`src/rtl/nand_bus_seq.sv`:
```
module nand_bus_seq #(
  parameter bit WIDE_SETUP = 1'b0,
  parameter int PHASE_W    = 3
) (
  input  logic        clk,
  input  logic        rst_n,
  input  logic        bus_sel,
  input  logic        bus_wr,
  input  logic        bus_word,
  input  logic [5:0]  bus_addr,
  input  logic [31:0] bus_wdata,
  output logic        bus_ready,
  output logic [31:0] bus_rdata,
  output logic        nf_ce_n,
  output logic        nf_cle,
  output logic        nf_ale,
  output logic        nf_we_n,
  output logic        nf_re_n,
  output logic [7:0]  nf_dq_out,
  output logic        nf_dq_oe,
  input  logic [7:0]  nf_dq_in,
  input  logic        nf_rb,
  output logic        ecc_clear
);
  localparam int SETUP_W = WIDE_SETUP ? 3 : 2;

  typedef enum logic [2:0] {S_IDLE, S_SETUP, S_ACT, S_HOLD, S_DONE} phase_t;

  phase_t               state;
  logic [SETUP_W-1:0]   setup_q;
  logic [PHASE_W-1:0]   act_q, hold_q, cnt;
  logic                 en_q, ce_q, ecc_q, rb_s1, rb_s2;
  logic [1:0]           byte_idx, last_idx;
  logic                 op_rd, op_cle, op_ale;
  logic [31:0]          wbuf, rbuf;

  logic [3:0] widx;
  logic is_cfg, is_ctl, is_cmd, is_adr, is_dat, is_sts;
  logic starts, launch, reg_wr, in_cycle;
  logic [31:0] reg_rd;

  assign widx   = bus_addr[5:2];
  assign is_cfg = widx == 4'd0;
  assign is_ctl = widx == 4'd1;
  assign is_cmd = widx == 4'd2;
  assign is_adr = widx == 4'd3;
  assign is_dat = widx == 4'd4;
  assign is_sts = widx == 4'd8;

  assign starts   = bus_sel && en_q && ((bus_wr && (is_cmd || is_adr)) || is_dat);
  assign launch   = (state == S_IDLE) && starts;
  assign reg_wr   = (state == S_IDLE) && bus_sel && bus_wr && !starts;
  assign in_cycle = (state == S_SETUP) || (state == S_ACT) || (state == S_HOLD);

  always_comb begin
    reg_rd = 32'd0;
    if (is_cfg)      reg_rd = (32'(setup_q) << 12) | (32'(act_q) << 8) | (32'(hold_q) << 4);
    else if (is_ctl) reg_rd = {30'd0, ce_q, en_q};
    else if (is_sts) reg_rd = {31'd0, rb_s2};
  end

  assign bus_ready = ((state == S_IDLE) && !starts) || (state == S_DONE);
  assign bus_rdata = (state == S_DONE) ? rbuf : reg_rd;

  assign nf_ce_n   = ce_q;
  assign nf_cle    = in_cycle && op_cle;
  assign nf_ale    = in_cycle && op_ale;
  assign nf_we_n   = !((state == S_ACT) && !op_rd);
  assign nf_re_n   = !((state == S_ACT) && op_rd);
  assign nf_dq_oe  = in_cycle && !op_rd;
  assign nf_dq_out = wbuf[{byte_idx, 3'b000} +: 8];
  assign ecc_clear = ecc_q;

  always_ff @(posedge clk or negedge rst_n) begin
    if (!rst_n) begin
      setup_q <= '1;
      act_q   <= '1;
      hold_q  <= '1;
      en_q    <= 1'b0;
      ce_q    <= 1'b1;
      ecc_q   <= 1'b0;
    end else begin
      ecc_q <= 1'b0;
      if (reg_wr && is_cfg) begin
        setup_q <= bus_wdata[12 +: SETUP_W];
        act_q   <= bus_wdata[8 +: PHASE_W];
        hold_q  <= bus_wdata[4 +: PHASE_W];
      end
      if (reg_wr && is_ctl) begin
        en_q  <= bus_wdata[0];
        ce_q  <= bus_wdata[1];
        ecc_q <= bus_wdata[4];
      end
    end
  end

  always_ff @(posedge clk or negedge rst_n) begin
    if (!rst_n) begin
      rb_s1 <= 1'b0;
      rb_s2 <= 1'b0;
    end else begin
      rb_s1 <= nf_rb;
      rb_s2 <= rb_s1;
    end
  end

  always_ff @(posedge clk or negedge rst_n) begin
    if (!rst_n) begin
      state    <= S_IDLE;
      cnt      <= '0;
      byte_idx <= '0;
      last_idx <= '0;
      op_rd    <= 1'b0;
      op_cle   <= 1'b0;
      op_ale   <= 1'b0;
      wbuf     <= '0;
      rbuf     <= '0;
    end else begin
      case (state)
        S_IDLE: if (launch) begin
          state    <= S_SETUP;
          cnt      <= PHASE_W'(setup_q);
          byte_idx <= 2'd0;
          last_idx <= (is_dat && bus_word) ? 2'd3 : 2'd0;
          op_rd    <= !bus_wr;
          op_cle   <= is_cmd;
          op_ale   <= is_adr;
          wbuf     <= bus_wdata;
          rbuf     <= '0;
        end
        S_SETUP: if (cnt == '0) begin
          state <= S_ACT;
          cnt   <= act_q;
        end else cnt <= cnt - 1'b1;
        S_ACT: if (cnt == '0) begin
          state <= S_HOLD;
          cnt   <= hold_q;
          if (op_rd) rbuf[{byte_idx, 3'b000} +: 8] <= nf_dq_in;
        end else cnt <= cnt - 1'b1;
        S_HOLD: if (cnt == '0) begin
          if (byte_idx == last_idx) state <= S_DONE;
          else begin
            state    <= S_SETUP;
            cnt      <= PHASE_W'(setup_q);
            byte_idx <= byte_idx + 1'b1;
          end
        end else cnt <= cnt - 1'b1;
        default: state <= S_IDLE;
      endcase
    end
  end

  a_r11_strobe_excl: assert property (@(posedge clk) disable iff (!rst_n)
    !(!nf_we_n && !nf_re_n));

  a_r4_latch_excl: assert property (@(posedge clk) disable iff (!rst_n)
    !(nf_cle && nf_ale));

  a_r5_dq_stable: assert property (@(posedge clk) disable iff (!rst_n)
    (!nf_we_n && $past(!nf_we_n)) |-> $stable(nf_dq_out));

  a_r9_ecc_single: assert property (@(posedge clk) disable iff (!rst_n)
    ecc_clear |=> !ecc_clear);

  a_r7_quiet_when_off: assert property (@(posedge clk) disable iff (!rst_n)
    !en_q |-> (nf_we_n && nf_re_n));

  a_r11_stall: assert property (@(posedge clk) disable iff (!rst_n)
    (!nf_we_n || !nf_re_n) |-> !bus_ready);
endmodule

```
`config.mk`:
```
export PLATFORM = sky130hd
export DESIGN_NAME = nand_bus_seq
export DESIGN_NICKNAME = d
export VERILOG_FILES = /design/src/rtl/nand_bus_seq.sv
export SDC_FILE = /design/constraint.sdc
export NUM_CORES = 1
export LEC_CHECK = 0
export ABC_CLOCK_PERIOD_IN_PS = 3400
export BUFFER_PORTS_ARGS = -buffer_cell sky130_fd_sc_hd__buf_2
export CAP_MARGIN = 0
export CORE_AREA = 2 2 93 95
export CTS_BUF_LIST = sky130_fd_sc_hd__clkbuf_8
export CTS_CLUSTER_SIZE = 8
export DETAILED_ROUTE_END_ITERATION = 12
export DIE_AREA = 0 0 95 97
export PLACE_DENSITY = 0.79
export SLEW_MARGIN = 40
export SYNTH_ARGS = -nofsm -noshare
export SYNTH_HDL_FRONTEND = slang
export SYNTH_SLANG_ARGS = --single-unit
```
`constraint.sdc`:
```
create_clock -name clk -period 3.4 [get_ports clk]
set_clock_uncertainty 0.05 [all_clocks]
set_input_delay 0 -clock clk [delete_from_list [all_inputs] [get_ports clk]]
set_output_delay 0 -clock clk [all_outputs]
set_load 0.02 [all_outputs]
```
# --- Word-level counts from Yosys, hierarchy flattened ---
# Index checks and enable logic that the tools add are counted.
totals:
  reg_bits: 90
  inputBits: 52
  output_inout_bits: 48
  elab_cells: 106
op_classes:
  addsub: 3
  eq_ne: 17
  shift: 3
  mux: 27
  n_bitwise: 2
  reduce_logical: 37
op_table:
  columns: ["operator", "count"]
  rows:
  - ["32-bit two-way mux", 6]
  - ["32-bit case mux with 2 select lines", 1]
  - ["32-bit bitwise mux", 1]
  - ["8-bit by 7-bit variable shift with 32-bit output (first input constant)", 1]
  - ["32-bit by 6-bit variable part select with 8-bit output", 1]
  - ["8-bit by 7-bit variable part select with 32-bit output", 1]
  - ["3-bit two-way mux", 10]
  - ["3-bit case mux with 4 select lines", 2]
  - ["1-bit logical AND", 16]
  - ["14-bit by 11-bit bitwise OR with 14-bit output", 1]
  - ["14-bit by 7-bit bitwise OR with 14-bit output", 1]
  - ["4-bit AND reduction", 3]
  - ["4-bit by 2-bit equality test with 1-bit output (second input constant)", 2]
  - ["2-bit two-way mux", 4]
  - ["5-bit negator with 7-bit output", 1]
  - ["3-bit by 2-bit equality test with 1-bit output (second input constant)", 2]
  - ["3-bit zero test", 2]
  - ["2-bit by 1-bit inequality test with 1-bit output (second input constant)", 3]
  - ["2-bit inequality test (second input constant)", 3]
  - ["1-bit zero test", 5]
  - ["1-bit logical OR", 5]
  - ["4-bit by 1-bit equality test with 1-bit output (second input constant)", 1]
  - ["4-bit by 3-bit equality test with 1-bit output (second input constant)", 1]
  - ["4-bit equality test (second input constant)", 1]
  - ["13 further kinds", 15]

# --- Longest topological paths before layout ---
logic_depth:
  word_depth: 9
  mapped_depth: 9
  ltp_nobuf: 6

# --- Worst setup path before layout ---
# OpenSTA, ideal clock, no wires.
synth_timing:
  path_kind: "flip-flop to flip-flop"
  startpoint: "register byte_idx[0]"
  endpoint: "register rbuf[16]"
  setup_time_ns: 0.067
  arrival_ns: 2.435
  slack_ns: 0.848
  path_stages_with_launch: 9
  period_less_slack_ns: 2.552
  path_cell_list: "dfrtp_1 clkbuf_1 clkbuf_1 inv_1 ha_1 nor4b_1 nand4_1 nor3b_2 a22o_1"
synth_via:
  elab_chain_cells: 6
  elab_cells_between_ends: 7
synth_lines:
  columns: ["element", "line", "rtl"]
  rows:
  - ["start: declaration", "33", "logic [1:0] byte_idx, last_idx;"]
  - ["start signal: assignment", "145", "byte_idx <= byte_idx + 1'b1;"]
  - ["5-bit negator with 7-bit output *", "138", "if (op_rd) rbuf[{byte_idx, 3'b000} +: 8] <= nf_dq_in;"]
  - ["8-bit by 7-bit variable part select with 32-bit output / 8-bit by 7-bit variable shift with 32-bit output (equally long branches)", "138", null]
  - ["32-bit bitwise mux *", "138", null]
  - ["32-bit two-way mux *", "138", null]
  - ["32-bit two-way mux *", "135", "S_ACT: if (cnt == '0) begin"]
  - ["32-bit case mux with 2 select lines *", "119", "case (state)"]
  - ["end signal: indexed assignment", "138", null]
  - ["end: declaration", "35", "logic [31:0] wbuf, rbuf;"]
# Mark *: on every way between the ends. The rest lies on a longest branch, timed or not. The select of a mux whose other input is x is not followed.
# A chain may end at the register's enable or synchronous reset.

# --- Worst setup path in the final report ---
layout_timing:
  startpoint: "register byte_idx[1]"
  endpoint: "register rbuf[19]"
# The elaborated chain is that of the path after synthesis.

==> summary.txt <==
Floorplanning
  • Die area: 0.00922 sq mm
  • DIE WIDTH: 95 um
  • Die height: 97 um
  • Starting density of the core: 54.2%
  • # rows: 33
  • Num ports: 100
  • Core Footprint: 0.00813 sq mm

Timing
  • F_max: 0.383 GHz
  • Setup violators final: 0
  • Fin Hold WS: 0.191 ns
  • Final Max Tran Viols: 0
  • Endpoints failing hold: 0
  • Worst slew pin tran: 0.724 ns
  • Crit share post-route: 76.8%
  • RSZ-0062 raised after global routing: no
  • Max-slew headroom: 51.8%
  • Fin crit period: 2.61 ns
  • Setup TNS: 0 ns

Critical path
  • CP Class: register to register
  • Worst-path fanout max: 15
  • Nature of the critical path startpoint: register
  • Critical Path End Type: register
  • Req. time, crit path: 3.64 ns
  • CP Data Arrival Time: 2.85 ns

Job
  • Max cap viols: 0

Power
  • Peak supply drop: 0.000333 V
  • Tot Pwr: 0.00313 W
  • Leakage power: 2.87 nW
  • Pwr per Cell Area: 552 mW/mm^2

Drt
  • Drt via density: 5.50
  • Vias: 3770
  • WL/cell: 16.6 um
  • DRC violations left: 0
  • Iter 0 DRT Violations: 368
  • Post-route ant nets: 0
  • Drt total wl: 11400 um
  • Pre-Repair DR Iteration Count: 5

Yosys
  • Most common cell in the netlist: nand2_1
  • Synthesized Nets: 493
  • Sequential element share of the synthesized area: 50.8%
  • Cells after synthesis: 434
  • Synth cell types: 52
  • Number of enable flip-flop cells after synthesis: 0
  • Synthesized flop and latch total: 89
  • Ys flop type: dfrtp_1
  • Synth cell count leaders: nand2_1, dfrtp_1, and2_1
  • Mapped Area: 0.00441 sq mm
  • Synth area leader: dfrtp_1
  • Syn_area_per_cell: 10.2 sq um
  • Synth top area share: 45.4%
  • Area contributors post-synth: dfrtp_1, nand2_1, dfstp_2, a22o_1, mux4_2
  • Synth async-reset ratio: 100%
  • Synth warn: 0

Min path
  • Min-delay worst type: primary input to async pin

CTS
  • Clk Latency, worst-skew pair: 0.35 ns
  • TritonCTS buffer count: 9
  • Clock Path Buffers: 2
  • Root Driver: clkbuf_8
  • H-tree lvl count: 3
  • CTS tree: done
  • Sink Count: 89
  • Clock transition at path regs: 0.09 ns
  • Post-cts resize count: 0

Placement
  • RePlAce Congestion: 0.853
  • Post-DP HPWL: 7350 um
  • Placed instance count: 621
  • Placed Area: 0.00499 sq mm
  • Port buffer count: 97

Finish
  • Area grow syn2layout: 28.7%
  • Nets: 635
  • Fin area: 0.00567 sq mm
  • Number of diodes: 0
  • Final instance count without filler cells: 686
  • Layout cell share with drive strength beyond 1: 27.2%

Outcome
  • Status: completed

GRT
  • Total track usage: 26.2%
  • Initial antenna violation count: 0
  • Gr ovfl total: 0
  • Vias in the first global route: 3856
  • Global-route wire length before repair: 18800 um
  • Largest net degree at the start of global routing: 90
per-layer routing:
| layer | vias up | share of wire (%) | GRT usage [%] | wire (um) |
|---|---|---|---|---|
| met5 | - | 0 | 0 | 0 |
| met4 | 0 | 2.2 | 10.7 | 256 |
| met3 | 19 | 4.8 | 3.58 | 543 |
| li1 | 1798 | - | - | - |
| met2 | 127 | 51 | 41.6 | 5790 |
| met1 | 1826 | 42 | 36.2 | 4840 |
worst paths after layout:
kind,start,to,slack [ns],cells after the start
hold / removal,rst_n,op_cle,0.19,2
setup reg to reg,byte_idx[1],rbuf[19],0.79,6
min in group clk,nf_rb,rb_s1,0.24,2
hold reg to reg,rb_s1,rb_s2,0.32,0
max in group asynchronous,rst_n,wbuf[29],2.58,2
setup / recovery,byte_idx[1],rbuf[19],0.79,6
state kept, by name, summed over array words and instances, names as in the netlist, 2 cells and up:
register	cells
byte_idx	2
rbuf	32
hold_q	3
act_q	3
setup_q	2
wbuf	32
cnt	3
state	3
critical path, cell delays in order (launching register included):
cell,delay (ns)
dfrtp_1,0.77
inv_1,0.19
ha_1,0.24
nor4b_1,0.36
nand4_1,0.18
nor3b_2,0.52
a22o_1,0.22
per-stage QoR:
step	setup WS, ns	util, %
CTS	0.798	69.7
detailed placement	0.834	61.3
finish	0.789	69.7
floorplan	0.848	-
global placement	0.930	61.3
global route	0.575	69.7
layout by cell type, fill, tap and decap left out, types with 10 or more instances in the layout:
cell type and instances:
dfrtp_1 80, o31ai_1 17, inv_1 18, nor2_1 13
nand3_1 22, clkbuf_8 13, nand2_1 106, and2_1 27
buf_2 96, dlygate4sd3_1 49, a22o_1 26, mux2_2 10
power breakdown:
part / switching (W) / internal [W] / total [W]
combinational: 0.000582 / 0.000455 / 0.00104
sequential: 0.000140 / 0.00126 / 0.00140
clock: 0.000367 / 0.000325 / 0.000691
total: 0.00109 / 0.00204 / 0.00313
logic make-up (layout without fill, tap and decap cells):
kind of cell / Yosys count / in the layout / share of synthesized area (%)
adders and majority gates: 7 / 7 / 1.99
xor gates and xnor gates: 1 / 1 / 0.199
muxes: 24 / 24 / 8.00
and+or+nand+nor: 199 / 199 / 21.5
AOI/OAI and AO/OA: 73 / 73 / 13.3
buffers and inverters: 41 / 188 / 4.17
DFF: 89 / 89 / 50.8
timing repair:
item,4_1_cts,5_1_grt
endpoints found under the hold margin,160,0
buffers inserted,0,0
hold buffers,49,0
final cells by class:
type	instances	area (sq um)
Tap cell	105	131
Fill cell	622	2460
Clock inverter	4	26.3
Timing Repair Buffer	154	1040
Clock buffer	12	165
Sequential cell	89	2240
Inverter	18	67.6
Multi-Input combinational cell	304	2000
(Power assumes the default switching activity.)
